===== src/rtl/sai_pinmux_pkg.sv =====
package sai_pinmux_pkg;

   localparam int GPIO_MODE_W = 2;

   typedef enum logic [1:0] {
      GPM_OFF     = 2'b00,
      GPM_IN      = 2'b01,
      GPM_OUT     = 2'b10,
      GPM_OFF_ALT = 2'b11
   } gpio_mode_e;

   typedef enum logic [2:0] {
      FSR_FS_IN,
      FSR_FS_OUT,
      FSR_FLAG_IN,
      FSR_FLAG_OUT,
      FSR_BUF_EN,
      FSR_IDLE
   } fsr_role_e;

   typedef struct packed {
      logic sync_mode;
      logic buf_mode;
      logic drive;
      logic net_mode;
   } fsr_cfg_t;

   // Role of the frame-sync pad from the mode bits.
   function automatic fsr_role_e fsr_role(input fsr_cfg_t c);
      if (!c.sync_mode)
         return c.drive ? FSR_FS_OUT : FSR_FS_IN;
      if (!c.buf_mode)
         return c.drive ? FSR_FLAG_OUT : FSR_FLAG_IN;
      return c.drive ? FSR_BUF_EN : FSR_IDLE;
   endfunction

endpackage


===== src/rtl/sai_pin_sync.sv =====
module sai_pin_sync #(
   parameter int WIDTH  = 1,
   parameter int STAGES = 2
) (
   input  logic             clk,
   input  logic             rst_n,
   input  logic [WIDTH-1:0] d,
   output logic [WIDTH-1:0] q
);

   if (STAGES < 2) begin : g_bad_stages
      $error("sai_pin_sync: STAGES must be at least 2");
   end
   if (WIDTH < 1) begin : g_bad_width
      $error("sai_pin_sync: WIDTH must be at least 1");
   end

   logic [WIDTH-1:0] stage [STAGES];

   for (genvar k = 0; k < STAGES; k++) begin : g_stage
      if (k == 0) begin : g_head
         always_ff @(posedge clk or negedge rst_n) begin
            if (!rst_n) stage[k] <= '0;
            else        stage[k] <= d;
         end
      end else begin : g_tail
         always_ff @(posedge clk or negedge rst_n) begin
            if (!rst_n) stage[k] <= '0;
            else        stage[k] <= stage[k-1];
         end
      end
   end

   assign q = stage[STAGES-1];

endmodule


===== src/rtl/sai_fsr_ctrl.sv =====
module sai_fsr_ctrl
   import sai_pinmux_pkg::*;
(
   input  logic     clk,
   input  logic     rst_n,
   input  logic     func_en,
   input  fsr_cfg_t cfg,
   input  logic     flag_val,
   input  logic     frame_stb,
   input  logic     slot_stb,
   input  logic     int_fs,
   input  logic     int_bufen,
   input  logic     pin_sync,
   output logic     fn_out,
   output logic     fn_oe,
   output logic     ext_fs,
   output logic     flag_in
);

   fsr_role_e role;
   logic      bnd;
   logic      of_q;
   logic      if_q;
   logic      capture;

   assign role    = fsr_role(cfg);
   assign bnd     = cfg.net_mode ? slot_stb : frame_stb;
   assign capture = func_en && (role == FSR_FLAG_IN) && bnd;

   // Output flag register: loads only on a boundary strobe.
   always_ff @(posedge clk or negedge rst_n) begin
      if (!rst_n)   of_q <= 1'b0;
      else if (bnd) of_q <= flag_val;
   end

   // Input flag register: pad level captured on a boundary strobe.
   always_ff @(posedge clk or negedge rst_n) begin
      if (!rst_n)       if_q <= 1'b0;
      else if (capture) if_q <= pin_sync;
   end

   always_comb begin
      fn_oe  = 1'b0;
      fn_out = 1'b0;
      ext_fs = 1'b0;
      unique case (role)
         FSR_FS_IN:    ext_fs = func_en & pin_sync;
         FSR_FS_OUT:   begin fn_oe = 1'b1; fn_out = int_fs;    end
         FSR_FLAG_OUT: begin fn_oe = 1'b1; fn_out = of_q;      end
         FSR_BUF_EN:   begin fn_oe = 1'b1; fn_out = int_bufen; end
         FSR_FLAG_IN,
         FSR_IDLE:     ;
         default:      ;
      endcase
   end

   assign flag_in = if_q;

   // the output flag does not move between boundary strobes
   p_oflag_hold_r4: assert property (@(posedge clk) disable iff (!rst_n)
      !bnd |=> $stable(of_q));

   // the captured flag does not move without a strobe
   p_iflag_hold_r5: assert property (@(posedge clk) disable iff (!rst_n)
      !bnd |=> $stable(flag_in));

   // in network mode a frame strobe alone leaves the output flag alone
   p_net_ignores_frame_r6: assert property (@(posedge clk) disable iff (!rst_n)
      (cfg.net_mode && frame_stb && !slot_stb) |=> $stable(of_q));

   // the idle buffer-enable role never drives the pad nor reports a sync
   p_bufen_idle_quiet_r7: assert property (@(posedge clk) disable iff (!rst_n)
      (cfg.sync_mode && cfg.buf_mode && !cfg.drive) |-> (!fn_oe && !ext_fs));

endmodule


===== src/rtl/sai_hck_ctrl.sv =====
module sai_hck_ctrl (
   input  logic func_en,
   input  logic drive,
   input  logic pad_in,
   input  logic int_clk,
   output logic fn_out,
   output logic fn_oe,
   output logic alt_clk,
   output logic alt_sel
);

   assign fn_oe   = drive;
   assign fn_out  = drive & int_clk;
   assign alt_sel = func_en & ~drive;
   assign alt_clk = alt_sel & pad_in;

endmodule


===== src/rtl/sai_pad_cell.sv =====
module sai_pad_cell
   import sai_pinmux_pkg::*;
(
   input  logic                   func_en,
   input  logic [GPIO_MODE_W-1:0] mode,
   input  logic                   gout,
   input  logic                   sin,
   input  logic                   fn_out,
   input  logic                   fn_oe,
   output logic                   pad_out,
   output logic                   pad_oe,
   output logic                   gin
);

   gpio_mode_e gm;
   assign gm = gpio_mode_e'(mode);

   always_comb begin
      pad_oe  = 1'b0;
      pad_out = 1'b0;
      gin     = 1'b0;
      if (func_en) begin
         pad_oe  = fn_oe;
         pad_out = fn_oe & fn_out;
      end else begin
         unique case (gm)
            GPM_IN:  gin = sin;
            GPM_OUT: begin pad_oe = 1'b1; pad_out = gout; end
            GPM_OFF,
            GPM_OFF_ALT: ;
            default: ;
         endcase
      end
   end

endmodule


===== src/rtl/sai_pinmux.sv =====
module sai_pinmux
   import sai_pinmux_pkg::*;
#(
   parameter  int NUM_HCK     = 2,
   parameter  int SYNC_STAGES = 2,
   localparam int NPINS       = NUM_HCK + 1,
   localparam int MODE_BITS   = NPINS * GPIO_MODE_W
) (
   input  logic                 clk,
   input  logic                 rst_n,
   input  logic [NPINS-1:0]     cfg_pin_func,
   input  logic [MODE_BITS-1:0] cfg_gpio_mode,
   input  logic [NPINS-1:0]     cfg_gpio_out,
   input  logic                 cfg_sync,
   input  logic                 cfg_bufen,
   input  logic                 cfg_fsr_dir,
   input  logic                 cfg_net,
   input  logic [NUM_HCK-1:0]   cfg_hck_dir,
   input  logic                 ctl_flag_out,
   output logic                 stat_flag_in,
   input  logic                 frame_stb,
   input  logic                 slot_stb,
   input  logic                 int_fs_rx,
   input  logic                 int_tx_bufen,
   input  logic [NUM_HCK-1:0]   int_hf_clk,
   input  logic [NPINS-1:0]     pad_in,
   output logic [NPINS-1:0]     pad_out,
   output logic [NPINS-1:0]     pad_oe,
   output logic                 ext_fs_rx,
   output logic [NPINS-1:0]     gpio_in,
   output logic [NUM_HCK-1:0]   alt_clk,
   output logic [NUM_HCK-1:0]   alt_clk_sel
);

   if (NUM_HCK < 1) begin : g_bad_hck
      $error("sai_pinmux: NUM_HCK must be at least 1");
   end

   // Configuration registers: reset to general-purpose, disconnected.
   logic [NPINS-1:0]     func_q;
   logic [MODE_BITS-1:0] gmode_q;
   logic [NPINS-1:0]     gout_q;
   logic [NUM_HCK-1:0]   hdir_q;
   fsr_cfg_t             fcfg_q;

   always_ff @(posedge clk or negedge rst_n) begin
      if (!rst_n) begin
         func_q  <= '0;
         gmode_q <= '0;
         gout_q  <= '0;
         hdir_q  <= '0;
         fcfg_q  <= '0;
      end else begin
         func_q  <= cfg_pin_func;
         gmode_q <= cfg_gpio_mode;
         gout_q  <= cfg_gpio_out;
         hdir_q  <= cfg_hck_dir;
         fcfg_q  <= '{sync_mode: cfg_sync, buf_mode: cfg_bufen,
                      drive: cfg_fsr_dir, net_mode: cfg_net};
      end
   end

   logic [NPINS-1:0] pin_s;

   sai_pin_sync #(.WIDTH(NPINS), .STAGES(SYNC_STAGES)) u_sync (
      .clk   (clk),
      .rst_n (rst_n),
      .d     (pad_in),
      .q     (pin_s)
   );

   logic [NPINS-1:0] fn_out;
   logic [NPINS-1:0] fn_oe;

   sai_fsr_ctrl u_fsr (
      .clk       (clk),
      .rst_n     (rst_n),
      .func_en   (func_q[0]),
      .cfg       (fcfg_q),
      .flag_val  (ctl_flag_out),
      .frame_stb (frame_stb),
      .slot_stb  (slot_stb),
      .int_fs    (int_fs_rx),
      .int_bufen (int_tx_bufen),
      .pin_sync  (pin_s[0]),
      .fn_out    (fn_out[0]),
      .fn_oe     (fn_oe[0]),
      .ext_fs    (ext_fs_rx),
      .flag_in   (stat_flag_in)
   );

   for (genvar h = 0; h < NUM_HCK; h++) begin : g_hck
      sai_hck_ctrl u_hck (
         .func_en (func_q[h+1]),
         .drive   (hdir_q[h]),
         .pad_in  (pad_in[h+1]),
         .int_clk (int_hf_clk[h]),
         .fn_out  (fn_out[h+1]),
         .fn_oe   (fn_oe[h+1]),
         .alt_clk (alt_clk[h]),
         .alt_sel (alt_clk_sel[h])
      );

      // a pad used as a clock source is never driven at the same time
      p_alt_not_driven_r9: assert property (@(posedge clk) disable iff (!rst_n)
         alt_clk_sel[h] |-> !pad_oe[h+1]);
   end

   for (genvar p = 0; p < NPINS; p++) begin : g_pad
      sai_pad_cell u_cell (
         .func_en (func_q[p]),
         .mode    (gmode_q[p*GPIO_MODE_W +: GPIO_MODE_W]),
         .gout    (gout_q[p]),
         .sin     (pin_s[p]),
         .fn_out  (fn_out[p]),
         .fn_oe   (fn_oe[p]),
         .pad_out (pad_out[p]),
         .pad_oe  (pad_oe[p]),
         .gin     (gpio_in[p])
      );

      // a disconnected general-purpose pad is quiet on both sides
      p_gpio_disc_r8: assert property (@(posedge clk) disable iff (!rst_n)
         (!func_q[p] && (gmode_q[p*GPIO_MODE_W +: GPIO_MODE_W] inside {2'b00, 2'b11}))
         |-> (!pad_oe[p] && !gpio_in[p] && !pad_out[p]));

      // an audio-function pad never reports a general-purpose input
      p_func_no_gpio_r8: assert property (@(posedge clk) disable iff (!rst_n)
         func_q[p] |-> !gpio_in[p]);
   end

   // first cycle after reset release: every pad is released
   p_reset_quiet_r1: assert property (@(posedge clk) disable iff (!rst_n)
      !$past(rst_n) |-> (pad_oe == '0 && alt_clk_sel == '0 && !stat_flag_in));

endmodule


===== config.mk =====
export PLATFORM = sky130hd
export DESIGN_NAME = sai_pinmux
export DESIGN_NICKNAME = d
export VERILOG_FILES = /design/src/rtl/sai_pinmux_pkg.sv /design/src/rtl/sai_pin_sync.sv /design/src/rtl/sai_fsr_ctrl.sv /design/src/rtl/sai_hck_ctrl.sv /design/src/rtl/sai_pad_cell.sv /design/src/rtl/sai_pinmux.sv
export SDC_FILE = /design/constraint.sdc
export NUM_CORES = 1
export LEC_CHECK = 0
export ABC_AREA = 0
export CAP_MARGIN = 0
export CORE_AREA = 2 2 56 58
export DETAILED_ROUTE_END_ITERATION = 7
export DIE_AREA = 0 0 58 60
export DONT_BUFFER_PORTS = 1
export PLACE_DENSITY_LB_ADDON = 0.15
export REMOVE_ABC_BUFFERS = 1
export SETUP_SLACK_MARGIN = 0.4
export SLEW_MARGIN = 30
export SYNTH_ARGS = -nofsm -noshare
export SYNTH_HDL_FRONTEND = slang
export SYNTH_SLANG_ARGS = --single-unit

===== constraint.sdc =====
create_clock -name clk -period 2.2 [get_ports clk]
set_input_delay 0.22 -clock clk [delete_from_list [all_inputs] [get_ports clk]]
set_output_delay 0.22 -clock clk [all_outputs]
set_load 0.005 [all_outputs]

==> impl_metrics.csv <==
group,metric,value,unit
logic_synthesis,ys_seq_area_share,67.27,%
grt,antenna_found_initial,0,
grt,grt_pass1_wl,2373,microns
sta,post-route-period-util,65.42,%
grt,grt_max_degree,27,
min_path,min_path_type,"in -> reg",
cts,post_cts_buffers,0,
die,core,2903,sq um
finish,multi_input_area,219.0,sq um
cts,clock-sinks,26,
logic_synthesis,synth_area_leaders,"dfrtp_1 (67%), buf_4 (10%), nor4bb_1 (4.1%), nand2b_1 (2.6%), mux2i_1 (2.1%)",
logic_synthesis,synthesis.instances,70,
sta,hold_violations,0,
cts,cts_max_path_buffers,2,
routing,finalWirelength,1498,microns
pwr,power_frac_clock,27.9,%
pwr,powerDensity,700.1,nW/um^2
pwr,seqPwrFrac,63.1,%
die,die_w,58,microns
logic_synthesis,yosysWarnings,0,
finish,diodes,0,
grt,grt-ovfl-total,0,
critical_path,critPathKind,"reg -> out",
finish,drive_gt1_share,8.333,%
critical_path,r2r_setup_slack,1.05,ns
grt,grtUsageTotal,9.431,%
critical_path,r2r_cells,3,
critical_path,critPathMaxStageDelay,0.39,ns
cts,h-tree-depth,1,
sta,fin_tns_setup,0,ns
pwr,switchingPower,0.0001756,W
logic_synthesis,yosysUniqueCellTypes,18,
finish,nets,115,
grt,grt_pass1_vias,558,
sta,tightestPinTransition,0.3880,ns
sta,setup_viol_count_final,0,
min_path,whs_path_depth,1,
logic_synthesis,synth_compound_area_share,5.175,%
logic_synthesis,synth_top_cell_by_area,"dfrtp_1",
cts,cts_tree,"done",
min_path,min_to,"u_fsr.of_q",
routing,antenna_left,0,
finish,instances_no_fill,117,
logic_synthesis,synthMuxAreaShare,4.398,%
sta,final_max_slew_viol_count,0,
logic_synthesis,synth_fa_ha_area_share,0,%
pwr,p_leak,0.5065,nW
logic_synthesis,synth_area_per_cell,13.82,sq um
min_path,worstHoldStart,"ctl_flag_out",
critical_path,r2r-end,"u_fsr.flag_in",
critical_path,cp-start-kind,"register",
logic_synthesis,synth_seq_cells,26,
finish,final_common_cell,"dfrtp_1",
sta,max_freq,694.9,MHz
die,ios,45,
place,portBuffers,0,
cts,cts_root_buf,"clkbuf_4",
job,maxCapViolations,0,
cts,clock_latency,0.31,ns
logic_synthesis,synth_area,967.2,sq um
sta,max_slew_margin,73.78,%
logic_synthesis,synth_simple_gate_area_share,13.07,%
cts,cts-buffers-inserted,3,
critical_path,cp_cell_sequence,"mux2i_1 > a21oi_1 > a31o_2",
routing,detail_route.iter0.violations,6,
logic_synthesis,yosysTopAreaCellShare,67.27,%
critical_path,r2r_start,"fcfg_q[1]",
cts,hold_buffers,23,
die,design.die.area,3480,sq um
critical_path,crit_slowest_cell,"dfrtp_1",
die,start_util,33.32,%
logic_synthesis,synth_top_family_by_area,"simple AND/OR/NAND/NOR gates",
die,rows,20,
pwr,ir_drop,0.4176,mV
routing,num_vias,525,
pwr,p_sw_share,21.13,%
sta,period_minus_slack,1.439,ns
finish,nFillCells,277,
sta,rsz0062_at_grt,"no",
routing,vias_per_cell,4.487,
logic_synthesis,synth_xor_area_share,0,%
cts,clk_pin_slew,0.13,ns
pwr,intPower,0.0006556,W
place,gp_congestion,0.7207,
place,placedCellCount,90,
cts,cts_resized,0,
routing,first_pass_iters,3,
critical_path,end_kind,"primary output",
finish,area_growth,22.77,%
die,dieHeight,60,microns
status,status,"complete, no violations",
critical_path,critPathArrivalTime,1.22,ns
sta,skew,0.0004208,ns
routing,drc,0,
pwr,combPwrFrac,9.0,%
critical_path,path_max_fanout,2,
finish,most-common-layout-cells,"dfrtp_1 (26), dlygate4sd3_1 (22), nor4bb_1 (4), nand2b_1 (4), o21ai_0 (4)",
finish,seqCellArea,650.6,sq um
routing,wl_per_cell,12.80,microns
critical_path,critPathRequiredTime,1.98,ns
[cell usage after synthesis]
cell and number:
nand2b_1 4, a31o_2 1, nand3_1 2, mux2i_1 2
nor4bb_1 4, mux2_1 1, o21ai_0 4, nand4bb_1 1
a21oi_1 1, nor2b_1 2, a22o_1 1, and2_1 2
nand2_1 2, nor2_1 2, buf_4 13, dfrtp_1 26
mux2_2 1, o211ai_1 1
[kinds of logic after synthesis]
family	count (synthesis)
AOI/OAI and AO/OA	8
buffers and inverters	13
DFF	26
muxes	4
and+or+nand+nor	19
[how the worst max path moves through the flow]
stage / depth (start not counted) / slack (ns) / start / end
3_3_place_gp: 3 / 1.08 / fcfg_q[1] / u_fsr.flag_in
4_1_cts: 3 / 0.74 / fcfg_q[2] / pad_out[0]
2_1_floorplan: 3 / 1.11 / fcfg_q[1] / u_fsr.flag_in
6_report: 3 / 0.76 / fcfg_q[2] / pad_out[0]
5_1_grt: 3 / 0.67 / fcfg_q[2] / pad_out[0]
3_5_place_dp: 3 / 1.06 / fcfg_q[1] / u_fsr.flag_in
[cell type report]
class,count,share of cell area [%]
Timing Repair Buffer,23,20.23
Clock buffer,4,3.056
Multi-Input combinational cell,31,18.44
Sequential cell,26,54.79
Tap cell,33,3.477
[critical path, delay by kind of cell, from the launching register on]
kind	cells	cell delay, ns
flip-flops	1	0.39
AO/OA/AOI/OAI	2	0.31
multiplexers	1	0.21
[metal layers]
metal	vias up	routed length, microns	GRT usage (%)
li1	255	-	-
met1	248	621	11.10
met2	20	784	15.26
met3	2	77	1.948
met4	0	16	6.977
met5	-	0	0
[power by group through the flow]
stage | Clock (W) | Sequential, W | Combinational [W]
2_1_floorplan | 0 | 0.000529 | 0.0000277
3_3_place_gp | 0 | 0.000535 | 0.0000311
3_5_place_dp | 0 | 0.000535 | 0.0000314
4_1_cts | 0.000243 | 0.000525 | 0.0000765
5_1_grt | 0.000263 | 0.000529 | 0.0000827
6_report | 0.000232 | 0.000525 | 0.0000751
[through the flow]
step / cell area (sq um) / hold WS (ns) / power [W] / setup slack, ns / utilization, %
finish: 1187 / 0.04873 / 0.0008312 / 0.7609 / 40.91
global route: 1187 / 0.02736 / 0.0008743 / 0.6658 / 40.91
CTS: 1187 / 0.03548 / 0.0008439 / 0.7367 / 40.91
detailed placement: 910.9 / -0.07474 / 0.0005660 / 1.055 / 31.38
global placement: 910.9 / -0.07479 / 0.0005656 / 1.083 / 31.38
floorplan: 869.6 / -0.07559 / 0.0005572 / 1.113 / -
[state kept, by name, indices dropped and copies added, names as in the netlist]
register and flops:
func_q 3, gout_q 3, gmode_q 6, hdir_q 2, fcfg_q 4, u_fsr.flag_in 1
u_fsr.of_q 1, u_sync.stage 3, u_sync.q 3
No activity file was read; power rests on OpenSTA's default activity.
